File: src/rtl/hx16_pkg.sv
`timescale 1ns/1ps
package hx16_pkg;
    localparam int unsigned XLEN = 16;
    localparam int unsigned NREG = 8;
    localparam int unsigned RW   = $clog2(NREG);

    localparam logic [3:0] OPC_BR   = 4'b0000;
    localparam logic [3:0] OPC_ADD  = 4'b0001;
    localparam logic [3:0] OPC_LDB  = 4'b0010;
    localparam logic [3:0] OPC_STB  = 4'b0011;
    localparam logic [3:0] OPC_LDW  = 4'b0110;
    localparam logic [3:0] OPC_LEA  = 4'b1110;
    localparam logic [3:0] OPC_TRAP = 4'b1111;

    typedef enum logic [2:0] {
        K_BR, K_ADD, K_LDB, K_STB, K_LDW, K_LEA, K_TRAP, K_BAD
    } kind_e;

    typedef struct packed {
        kind_e             kind;
        logic [RW-1:0]     dst;   // written register
        logic [RW-1:0]     sa;    // base / first source
        logic [RW-1:0]     sb;    // store data source
        logic [2:0]        nzp;   // branch mask
        logic [XLEN-1:0]   offs;  // final extended, scaled offset
        logic [7:0]        vec;   // trap vector
    } dec_t;

    typedef struct packed {
        logic              en;
        logic [RW-1:0]     sel;
        logic [XLEN-1:0]   val;
    } wb_t;

    function automatic logic [XLEN-1:0] sx9(input logic [8:0] v);
        return {{(XLEN-9){v[8]}}, v};
    endfunction

    function automatic logic [XLEN-1:0] sx8(input logic [7:0] v);
        return {{(XLEN-8){v[7]}}, v};
    endfunction

    function automatic logic [XLEN-1:0] sx6(input logic [5:0] v);
        return {{(XLEN-6){v[5]}}, v};
    endfunction

    function automatic logic [XLEN-1:0] sx5(input logic [4:0] v);
        return {{(XLEN-5){v[4]}}, v};
    endfunction

    // {N,Z,P} from a written value
    function automatic logic [2:0] cc_of(input logic [XLEN-1:0] v);
        logic zero;
        zero = (v == '0);
        return {v[XLEN-1], zero, ~v[XLEN-1] & ~zero};
    endfunction
endpackage

File: src/rtl/hx16_decode.sv
`timescale 1ns/1ps
module hx16_decode
    import hx16_pkg::*;
#(
    parameter bit LDB_SWAP = 1'b0,
    parameter bit STB_SWAP = 1'b0
) (
    input  logic [XLEN-1:0] instr,
    output dec_t            dk
);
    logic [RW-1:0] lb_data, lb_base, sb_data, sb_base;

    generate
        if (LDB_SWAP) begin : g_ldb_swapped
            assign lb_data = instr[8:6];
            assign lb_base = instr[11:9];
        end else begin : g_ldb_std
            assign lb_data = instr[11:9];
            assign lb_base = instr[8:6];
        end
        if (STB_SWAP) begin : g_stb_swapped
            assign sb_data = instr[8:6];
            assign sb_base = instr[11:9];
        end else begin : g_stb_std
            assign sb_data = instr[11:9];
            assign sb_base = instr[8:6];
        end
    endgenerate

    always_comb begin
        dk      = '0;
        dk.kind = K_BAD;
        dk.dst  = instr[11:9];
        dk.sa   = instr[8:6];
        dk.sb   = instr[11:9];
        dk.nzp  = instr[11:9];
        dk.vec  = instr[7:0];
        unique case (instr[15:12])
            OPC_BR: begin
                dk.kind = K_BR;
                dk.offs = sx9(instr[8:0]) << 1;
            end
            OPC_ADD: begin
                if (instr[5]) dk.kind = K_ADD;
                dk.offs = sx5(instr[4:0]);
            end
            OPC_LDW: begin
                dk.kind = K_LDW;
                dk.offs = sx6(instr[5:0]) << 1;
            end
            OPC_LEA: begin
                dk.kind = K_LEA;
                dk.offs = sx9(instr[8:0]) << 1;
            end
            OPC_TRAP: begin
                if (instr[11:8] == 4'h0) dk.kind = K_TRAP;
                dk.offs = {{(XLEN-9){1'b0}}, instr[7:0], 1'b0};
            end
            OPC_LDB: begin
                dk.kind = K_LDB;
                dk.dst  = lb_data;
                dk.sa   = lb_base;
                dk.offs = sx6(instr[5:0]);
            end
            OPC_STB: begin
                dk.kind = K_STB;
                dk.sb   = sb_data;
                dk.sa   = sb_base;
                dk.offs = sx6(instr[5:0]);
            end
            default: dk.kind = K_BAD;
        endcase
    end
endmodule

File: src/rtl/hx16_regfile.sv
`timescale 1ns/1ps
module hx16_regfile
    import hx16_pkg::*;
(
    input  logic            clk,
    input  logic            rst,
    input  logic            we,
    input  logic [RW-1:0]   wsel,
    input  logic [XLEN-1:0] wdata,
    input  logic [RW-1:0]   ra_sel,
    output logic [XLEN-1:0] ra_data,
    input  logic [RW-1:0]   rb_sel,
    output logic [XLEN-1:0] rb_data,
    input  logic [RW-1:0]   rp_sel,
    output logic [XLEN-1:0] rp_data
);
    logic [XLEN-1:0] rview [NREG];

    generate
        for (genvar g = 0; g < NREG; g++) begin : g_reg
            logic [XLEN-1:0] q;
            always_ff @(posedge clk) begin
                if (rst)                          q <= '0;
                else if (we && wsel == RW'(g))    q <= wdata;
            end
            assign rview[g] = q;
        end
    endgenerate

    assign ra_data = rview[ra_sel];
    assign rb_data = rview[rb_sel];
    assign rp_data = rview[rp_sel];
endmodule

File: src/rtl/hx16_core.sv
`timescale 1ns/1ps
module hx16_core
    import hx16_pkg::*;
#(
    parameter logic [15:0] RESET_PC = 16'h3000,
    parameter bit          LDB_SWAP = 1'b0,
    parameter bit          STB_SWAP = 1'b0,
    parameter logic [7:0]  HALT_VEC = 8'h25
) (
    input  logic        clk,
    input  logic        rst,
    input  logic        step,
    output logic [15:0] fetch_addr,
    input  logic [15:0] fetch_data,
    output logic [15:0] rd_addr,
    input  logic [15:0] rd_data,
    output logic        wr_en,
    output logic [15:0] wr_addr,
    output logic [15:0] wr_data,
    output logic [1:0]  wr_be,
    input  logic [2:0]  peek_sel,
    output logic [15:0] peek_data,
    output logic [15:0] pc_o,
    output logic [2:0]  flags_o,
    output logic        halted,
    output logic        illegal
);
    logic [XLEN-1:0] pc_q, pc_inc, pc_nx, ea, tgt, va, vb;
    logic [2:0]      flags_q;
    logic            halt_q, go, set_cc;
    logic [7:0]      byte_pick;
    dec_t            dk;
    wb_t             wb;

    hx16_decode #(.LDB_SWAP(LDB_SWAP), .STB_SWAP(STB_SWAP)) u_dec (
        .instr (fetch_data),
        .dk    (dk)
    );

    hx16_regfile u_rf (
        .clk     (clk),
        .rst     (rst),
        .we      (go && wb.en),
        .wsel    (wb.sel),
        .wdata   (wb.val),
        .ra_sel  (dk.sa),
        .ra_data (va),
        .rb_sel  (dk.sb),
        .rb_data (vb),
        .rp_sel  (peek_sel),
        .rp_data (peek_data)
    );

    assign pc_inc    = pc_q + XLEN'(2);
    assign ea        = va + dk.offs;
    assign tgt       = pc_inc + dk.offs;
    assign byte_pick = ea[0] ? rd_data[15:8] : rd_data[7:0];
    assign go        = step && !halt_q && (dk.kind != K_BAD);

    always_comb begin
        wb     = '0;
        wb.sel = dk.dst;
        set_cc = 1'b0;
        pc_nx  = pc_inc;
        case (dk.kind)
            K_ADD:  begin wb.en = 1'b1; wb.val = ea;            set_cc = 1'b1; end
            K_LEA:  begin wb.en = 1'b1; wb.val = tgt;           set_cc = 1'b1; end
            K_LDW:  begin wb.en = 1'b1; wb.val = rd_data;       set_cc = 1'b1; end
            K_LDB:  begin wb.en = 1'b1; wb.val = sx8(byte_pick); set_cc = 1'b1; end
            K_BR:   if (|(dk.nzp & flags_q)) pc_nx = tgt;
            K_TRAP: begin
                wb.en  = 1'b1;
                wb.sel = RW'(NREG - 1);
                wb.val = pc_inc;
                pc_nx  = rd_data;
            end
            default: ;
        endcase
    end

    always_ff @(posedge clk) begin
        if (rst) begin
            pc_q    <= RESET_PC;
            flags_q <= 3'b010;
            halt_q  <= 1'b0;
        end else if (go) begin
            pc_q <= pc_nx;
            if (set_cc) flags_q <= cc_of(wb.val);
            if (dk.kind == K_TRAP && dk.vec == HALT_VEC) halt_q <= 1'b1;
        end
    end

    assign fetch_addr = pc_q;
    assign rd_addr    = (dk.kind == K_TRAP) ? dk.offs : ea;
    assign wr_en      = go && (dk.kind == K_STB);
    assign wr_addr    = ea;
    assign wr_data    = {vb[7:0], vb[7:0]};
    assign wr_be      = ea[0] ? 2'b10 : 2'b01;
    assign pc_o       = pc_q;
    assign flags_o    = flags_q;
    assign halted     = halt_q;
    assign illegal    = (dk.kind == K_BAD);


    flags_onehot_chk: assert property (@(posedge clk) disable iff (rst)
        $countones(flags_q) == 1);


    halt_hold_chk: assert property (@(posedge clk) disable iff (rst)
        halt_q |=> (halt_q && $stable(pc_q) && $stable(flags_q)));


    illegal_hold_chk: assert property (@(posedge clk) disable iff (rst)
        (step && illegal) |=> ($stable(pc_q) && $stable(flags_q)));


    store_cc_chk: assert property (@(posedge clk) disable iff (rst)
        wr_en |=> $stable(flags_q));


    idle_hold_chk: assert property (@(posedge clk) disable iff (rst)
        !step |=> ($stable(pc_q) && $stable(flags_q) && $stable(halt_q)));
endmodule

File: config.mk
export PLATFORM = sky130hd
export DESIGN_NAME = hx16_core
export DESIGN_NICKNAME = d
export VERILOG_FILES = /design/src/rtl/hx16_pkg.sv /design/src/rtl/hx16_decode.sv /design/src/rtl/hx16_regfile.sv /design/src/rtl/hx16_core.sv
export SDC_FILE = /design/constraint.sdc
export NUM_CORES = 1
export LEC_CHECK = 0
export CAP_MARGIN = 20
export CORE_MARGIN = 3
export CORE_UTILIZATION = 45
export DETAILED_ROUTE_END_ITERATION = 12
export PLACE_DENSITY = 0.64
export SETUP_SLACK_MARGIN = 0.1
export SLEW_MARGIN = 20
export SYNTH_ARGS = -nofsm -noshare
export SYNTH_HDL_FRONTEND = slang
export SYNTH_SLANG_ARGS = --single-unit
File: constraint.sdc
create_clock -name clk -period 11.8 [get_ports clk]
set_clock_uncertainty 0.05 [all_clocks]
set_input_delay 2.36 -clock clk [delete_from_list [all_inputs] [get_ports clk]]
set_output_delay 2.36 -clock clk [all_outputs]
set_load 0.05 [all_outputs]
Word-level counts from Yosys, hierarchy flattened
Index checks and enable logic that the tools add are counted.
Storage, ports and cells
  register bits after elaboration: 148
  bits of input ports: 38
Cells by class
  add/sub/neg operators: 3
  $lt $le $gt $ge: 3
  eq/ne operators: 22
  muxes and demuxes: 22
  bitwise gates (word level): 7
  reduce and logical (&&, ||, !) cells: 26
Operators by type and width (number)
  case mux 16 bit (5 select lines): 2
  binary-select mux 16 bit (select 3 bit): 3
  2-to-1 mux 16 bit: 6
  adder 16 bit: 2
  case mux 16 bit (2 select lines): 1
  == test 3 bit (second input constant): 8
  2-to-1 mux 8 bit: 3
  case mux 3 bit (7 select lines): 1
  adder 16 x 2 -> 16 bit (second input constant): 1
  logical NOT 16 bit: 1
  logical AND 1 bit: 13
  == test 3 x 2 -> 1 bit (second input constant): 4
  >= comparator 4 bit (second input constant): 3
  NOT 3 -> 4 bit: 3
  == test 4 x 2 -> 1 bit (second input constant): 2
  == test 4 bit (second input constant): 2
  == test 8 x 6 -> 1 bit (second input constant): 1
  logical NOT 4 bit: 2
  == test 3 x 1 -> 1 bit (second input constant): 2
  logical NOT 3 bit: 2
  2-to-1 mux 3 bit: 2
  OR reduction 5 bit: 1
  == test 4 x 1 -> 1 bit (second input constant): 1
  == test 4 x 3 -> 1 bit (second input constant): 1
  other kinds (11): 16

Logic depth before layout (Yosys ltp)
Gate-level depths: netlist of run 1.
  depth in word-level cells: 10
  gate-level depth with buffers: 18
  depth with buffers taken out: 16

Modules after synthesis
Synthesis of run 1 repeated with hierarchy kept, for this count alone.
Second synthesis, totals
  cell total of the unflattened synthesis: 1405
  area total of the unflattened synthesis: 12605.8 µm²
By module, submodules not included
  hx16_regfile: times used 1, cells each 763, area an instance 8031.5 µm², sequential area each 2562.5 µm²
  hx16_core: times used 1, cells each 574, area an instance 4066.4 µm², sequential area each 400.4 µm²
  hx16_decode: times used 1, cells each 68, area an instance 508.0 µm², sequential area each 0.0 µm²

Worst setup path before layout of run 1
Ideal clock, no wire load.
  kind: in2out
  start: input port fetch_data[7]
  end: output port rd_addr[8]
  data arrival time: 6.968 ns
  slack: 2.422 ns
  cell stages on the path: 14
  buffers on the path: 3
  cells stage by stage: clkbuf_1 > clkbuf_1 > buf_1 > mux4_2 > mux2_2 > ha_1 > inv_1 > fa_1 > nor2b_1 > o311a_1 > o221ai_1 > o311ai_1 > a2111oi_2 > mux2_2
On the way
  longest elaborated chain between the ends: 6
  elaborated cells between the ends (all ways): 7
  classes of those cells: add/sub: 1; mux: 5; bitwise: 1
Ends and longest elaborated chain
  from (decl): RTL line hx16_core.sv:14  | input logic [15:0] fetch_data,
  NOT 3 -> 4 bit (implied by the code): RTL line hx16_regfile.sv:30  | assign ra_data = rview[ra_sel];
  binary-select mux 16 bit (select 3 bit): RTL line hx16_regfile.sv:30
  2-to-1 mux 16 bit (implied by the code) (2 in a row): RTL line hx16_regfile.sv:30
  adder 16 bit (*): RTL line hx16_core.sv:55  | assign ea = va + dk.offs;
  net wr_addr[8]: RTL line hx16_core.sv:18  | output logic [15:0] wr_addr,
  2-to-1 mux 16 bit (*): RTL line hx16_core.sv:94  | assign rd_addr = (dk.kind == K_TRAP) ? dk.offs : ea;
  to (decl): RTL line hx16_core.sv:15  | output logic [15:0] rd_addr,
The timed path passes the listed nets; every way through them passes the cells marked *. The select of a mux whose other input is x is not followed.

Final worst setup path of run 1
  start: input port fetch_data[13]
  end: output port rd_addr[15]
On the way
  longest elaborated chain between the ends: 5
  elaborated cells between the ends (all ways): 14
  classes of those cells: add/sub: 1; eq/ne: 7; mux: 3; reduce/logical: 3
Ends and longest elaborated chain
  == test 4 x 2 -> 1 bit, or another cell as far along: RTL line hx16_decode.sv:38  | unique case (instr[15:12])
  OR reduction 2 bit (no source line)
  case mux 16 bit (5 select lines): RTL line hx16_decode.sv:38
  adder 16 bit: RTL line hx16_core.sv:55
  2-to-1 mux 16 bit (*): RTL line hx16_core.sv:94
Mark *: on every way between the ends. The rest lies on a longest branch, timed or not.

==> metrics.txt, run 1 <==
status=finished, final reports clean; CP Buf/Inv Count=3; latest clock arrival within the worst-skew pair=0.43 ns; total wire length=36,900 µm; Worst EP arrival=7.46 ns; CP max-delay cell=clkdlybuf4s50_1; hold path start=u_rf.g_reg[7].q[10]; maxcap violations=0; DR vias/cell=6.33; number of global-route vias before repair=10,174; initial antenna violation count=0; WL per Instance=22.3 µm; pre-CTS setup slack=2.02 ns; hold crit path type=flip-flop to flip-flop; Hold Path Sink=u_rf.g_reg[7].q[10]; Post-DP HPWL=25,500 µm; share of layout cells above drive strength 1=17.0%; clk slew on worst S/H paths=0.07 ns; CP cell instances=clkdlybuf4s50_1 -> or4bb_1 -> o211ai_1 -> and2b_1 -> inv_1 -> ha_1 -> and3_1 -> and3_1 -> nand4_1 -> a31oi_1 -> o22a_1 -> xnor2_1 -> nand2_1 -> nand2_1 -> clkdlybuf4s50_1; hold path cells=2; Area growth, synth to finish=17.5%; vertical die dimension=166 µm; CTS tree=yes; first drt pass iteration count=7; synth unique cells=94; CP max FO=16; R2R depth=13; Via Count=10,484; WS Path Type=primary input to primary output; Rel. slew slack=22.4%; Max Freq=101 MHz; post-CTS setup buffer count=0; sequential share of the synthesized area=25.8%; Fin. Hold Viols=0; Post-synth EDFFs=0; PwrDens=110 nW/µm²; Worst EP required=9.39 ns; Max Slew Vio Count=0; Ys Warns=0; number of port buffers=141; post-synth top area cell=dfxtp_1; Slowest Stage Delay on Critical Path=0.80 ns; Total Neg Setup Slack=0 ns; ys async rst share=0%; clock period minus worst slack=9.87 ns; Setup-failing EPs final=0; Remaining DRCs=0; Ports=142; Worst Setup Slack, final=1.93 ns; Detail Route Antenna Nets=0; Core Region=24,700 µm²; CP Capture Type=primary output; first-pass GRT wire length=58,200 µm; CTS Sinks=148; PostCTS Resize Cnt=0; H-tree Lvls=4; worst reg2reg path startpoint=u_rf.g_reg[7].q[7]; Synth top area share=25.8%; RR Endpoint=flags_o[1]; row cnt=57; Inserted Clock Buffers=17; largest net degree at the start of global routing=94; DR iter-0 viols=998; CTS root buffer=clkbuf_16; synthesized area per cell=9.06 µm²; Post-Syn Nets=1,339; Die ar.=27,500 µm²; ant diodes=0; Congestion Overflow GR=0; Syn Inst Count=1,268; GRT Overall Usage=26.4%; CTS max path bufs=2; DIE WIDTH=166 µm; Initial Util=46.5%; worst vdd ir=0.0000847 V; # nets final=1,391; number of synthesized register bits=148; top cells by area, synth=dfxtp_1, mux4_2, a211oi_1; period utilization=83.6%; Synth Flop Type=dfxtp_1; hold bufs inserted after CTS=0; delay-heaviest family, CP=buffers and inverters; RSZ-0062 raised after global routing=no; Slew @ Worst Pin=1.16 ns; crit start category=primary input; mapped cell area=11,500 µm²; P_leak=4.73 nW; routability cong.=0.916; reg2reg setup slack=6.94 ns
## report_power, final
group | internal (W) | switching (W) | leakage (nW) | total (W)
clock | 0.000331 | 0.000249 | 0.296 | 0.000581
sequential | 0.000509 | 0.0000128 | 1.20 | 0.000521
combinational | 0.000133 | 0.000252 | 3.23 | 0.000385
## tightest hold or removal path, delay by kind of cell, from the launching register on
family	cells	cell delay, ns
compound gates	1	0.05
flops	1	0.32
simple gates	1	0.06
## worst max-delay path by stage
stage	start	cells after the start	slack, ns	endpoint
floorplan	fetch_data[7]	14	2.42	rd_addr[8]
global placement	fetch_data[13]	15	2.08	rd_addr[15]
detailed placement	fetch_data[13]	15	2.02	rd_addr[15]
CTS	fetch_data[13]	15	2.01	rd_addr[15]
global route	fetch_data[13]	15	1.64	rd_addr[15]
finish	fetch_data[13]	15	1.93	rd_addr[15]
## layout by cell type (no fill, tap or decap), types with 11 or more instances in the layout
master / n
nor2_1: 178
dfxtp_1: 148
clkdlybuf4s50_1: 137
nand2_1: 92
a211oi_1: 89
mux4_2: 80
a21oi_1: 59
mux2_2: 45
mux2i_1: 36
inv_1: 34
ha_1: 31
xnor2_1: 28
o21ai_0: 27
nor3_1: 26
nand3_1: 24
buf_4: 21
clkbuf_16: 17
a22oi_1: 15
a21o_1: 13
a221oi_1: 12
xor2_1: 11
## cell usage after synthesis, types with 26 or more instances
| master | n |
|---|---|
| mux2_2 | 45 |
| nor3_1 | 26 |
| o21ai_0 | 27 |
| a211oi_1 | 89 |
| inv_1 | 34 |
| mux4_2 | 80 |
| nor2_1 | 178 |
| nand2_1 | 92 |
| buf_4 | 26 |
| clkbuf_1 | 73 |
| xnor2_1 | 28 |
| dfxtp_1 | 148 |
| a21oi_1 | 61 |
| mux2i_1 | 36 |
| ha_1 | 31 |
## metrics by stage
step | util (%) | power, W | hold slack, ns | area (µm²) | instances
finish | 54.7 | 0.00149 | 0.420 | 13500 | 1657
global route | 54.7 | 0.00154 | 0.444 | 13500 | 1657
CTS | 54.7 | 0.00149 | 0.421 | 13500 | 1657
detailed placement | 52.2 | 0.000914 | 0.411 | 12900 | 1625
global placement | 52.2 | 0.000912 | 0.404 | 12900 | 1625
floorplan | - | 0.000803 | 0.393 | 11500 | 1268
## state kept, by name (all words and copies together) (netlist names)
name        flops
u_rf.g.q      128
fetch_addr     16
flags_o         3
halted          1
## cells by family after synthesis
kind of cell	count (synthesis)	synth area share [%]
flops	148	25.8
xor+xnor	41	3.31
fa+ha+maj	35	3.91
compound gates	315	20.6
mux	164	23.7
buf+inv	163	6.36
simple gates	402	16.3
## layer usage
layer | global-route usage, % | wire length (µm)
met4 | 8.21 | 967
met3 | 3.33 | 2240
met1 | 36.1 | 16000
met5 | 0 | 0
met2 | 43.9 | 17700
## layout make-up
class                   instances  area (µm²)
inverters                      35         131
repair buffers                161        1540
fillers                      2280       11200
multi-input cells             957        7840
flip-flops and latches        148        2960
well taps                     324         405
clock buffers                  19         453
clock inverters                13         159
Note: power is estimated with default switching activity, not from simulation.
==> run 2: changes to the inputs <==
--- a/config.mk
+++ b/config.mk
@@ -9,7 +9,7 @@
 export CORE_MARGIN = 3
 export CORE_UTILIZATION = 45
 export DETAILED_ROUTE_END_ITERATION = 12
-export PLACE_DENSITY = 0.64
+export PLACE_DENSITY = 0.66
 export SETUP_SLACK_MARGIN = 0.1
 export SLEW_MARGIN = 20
 export SYNTH_ARGS = -nofsm -noshare
==> constraint.sdc (replaced) <==
create_clock -name clk -period 8.7 [get_ports clk]
set_clock_uncertainty 0.05 [all_clocks]
set_input_delay 1.74 -clock clk [delete_from_list [all_inputs] [get_ports clk]]
set_output_delay 1.74 -clock clk [all_outputs]
set_load 0.05 [all_outputs]
==> run 2 against run 1 <==
  * Hold slack gained 0.0068 ns
  * Final area grew 0.39%
  * Via count grew 0.85%
  * Critical path type unchanged
==> metrics.txt, run 2 (synthesis results as in run 1) <==
status=finished, final reports clean; initial antenna violation count=0; RSZ-0062 raised after global routing=no; number of port buffers=141; Worst EP required=6.91 ns; Worst Setup Slack, final=0.483 ns; Inserted Clock Buffers=17; Initial Util=46.5%; post-CTS setup buffer count=0; crit path from=fetch_data[13]; crit start category=primary input; largest net degree at the start of global routing=87; Remaining DRCs=0; Total Neg Setup Slack=0 ns; P_leak=4.76 nW; DR iter-0 viols=1,011; Setup-failing EPs final=0; first drt pass iteration count=8; R2R depth=13; DIE WIDTH=166 µm; H-tree Lvls=4; CP Capture Type=primary output; worst vdd ir=0.000103 V; worst reg2reg path startpoint=u_rf.g_reg[5].q[7]; ant diodes=0; Worst EP arrival=6.43 ns; Detail Route Antenna Nets=0; routability cong.=0.931; latest clock arrival within the worst-skew pair=0.45 ns; hold crit path type=flip-flop to flip-flop; max reg flops=128; vertical die dimension=166 µm; WS Path Type=primary input to primary output; maxcap violations=0; first-pass GRT wire length=58,400 µm; Ports=142; period utilization=94.4%; PostCTS Resize Cnt=0; pre-CTS setup slack=0.580 ns; share of layout cells above drive strength 1=17.8%; PwrDens=149 nW/µm²; CTS root buffer=clkbuf_16; Fin. Hold Viols=0; clock period minus worst slack=8.22 ns; WL per Instance=22.2 µm; GRT Overall Usage=26.4%; CTS tree=yes; Congestion Overflow GR=0; CTS Sinks=148; total wire length=37,000 µm; hold bufs inserted after CTS=0; Reg with most FFs=u_rf.g.q; row cnt=57; Via Count=10,573; Max Freq=122 MHz; commonest non-fill, non-tap cells in the layout=nor2_1, dfxtp_1, clkdlybuf4s50_1; CTS max path bufs=2; # nets final=1,398; DR vias/cell=6.35; hold path cells=2; fill cell count=2,257; Core Region=24,700 µm²; number of global-route vias before repair=10,329; Die ar.=27,500 µm²; Max Slew Vio Count=0; commonest non-fill, non-tap cell in the layout=nor2_1; hold path start=u_rf.g_reg[0].q[10]; Area growth, synth to finish=18.0%; Slew @ Worst Pin=1.14 ns; clk slew on worst S/H paths=0.07 ns; Post-DP HPWL=26,000 µm; Rel. slew slack=23.5%; CP max FO=12
run 2: cell count changes in the layout (fill, tap and decap cells not counted):
cell             change
clkdlybuf4s50_1      -5
inv_8                +1
buf_12               +1
clkinvlp_4           +1
clkinv_8             +4
clkbuf_8             -2
buf_4               +11
bufinv_16            -1
inv_6                -3
run 2: power breakdown:
group | total, W | internal, W | switching (W) | leakage (nW)
Combinational | 0.000526 | 0.000183 | 0.000342 | 3.28
Sequential | 0.000707 | 0.000690 | 0.0000170 | 1.20
Clock | 0.000781 | 0.000413 | 0.000368 | 0.288
run 2: routing by layer:
metal  share of wire [%]  track usage, %
met1                  43            35.8
met5                   0               0
met3                 7.0            4.19
met4                 3.1            10.3
met2                  47            42.4
run 2: path summary, 6_finish.rpt:
kind / endpoint / slack [ns]
worst max-delay path: rd_addr[12] / 0.48
worst max register to register: flags_o[1] / 3.88
worst min-delay path: u_rf.g_reg[0].q[10] / 0.43
worst min register to register: u_rf.g_reg[0].q[10] / 0.43
run 2: critical path, stage by stage:
cell and delay, ns:
clkdlybuf4s50_1 0.75, inv_1 0.20, a21oi_1 0.17, o21ai_0 0.09
o21a_1 0.12, o21ai_0 0.49, ha_1 0.33, inv_1 0.08
o21ai_0 0.47, o31ai_1 0.22, a31o_1 0.25, o21ai_1 0.15
xor2_1 0.38, nand2_1 0.09, nand2_1 0.09, clkdlybuf4s50_1 0.80
run 2: layout make-up:
class / count / area [µm²] / area share [%]
repair buffers: 168 / 1600 / 11.8
well taps: 324 / 405 / 2.99
multi-input cells: 957 / 7840 / 57.9
inverters: 35 / 131 / 0.970
flip-flops and latches: 148 / 2960 / 21.9
clock inverters: 15 / 186 / 1.38
clock buffers: 17 / 425 / 3.14
run 2: through the flow:
| stage | power [W] | hold slack, ns | area (µm²) | std cells | util (%) |
|---|---|---|---|---|---|
| after floorplan | 0.00109 | 0.393 | 11500 | 1268 | - |
| final | 0.00201 | 0.427 | 13500 | 1664 | 54.9 |
| after detailed placement | 0.00124 | 0.415 | 12900 | 1631 | 52.4 |
| after global routing | 0.00208 | 0.453 | 13500 | 1664 | 54.9 |
| after CTS | 0.00202 | 0.424 | 13500 | 1663 | 54.9 |
| after global placement | 0.00124 | 0.411 | 12900 | 1631 | 52.4 |
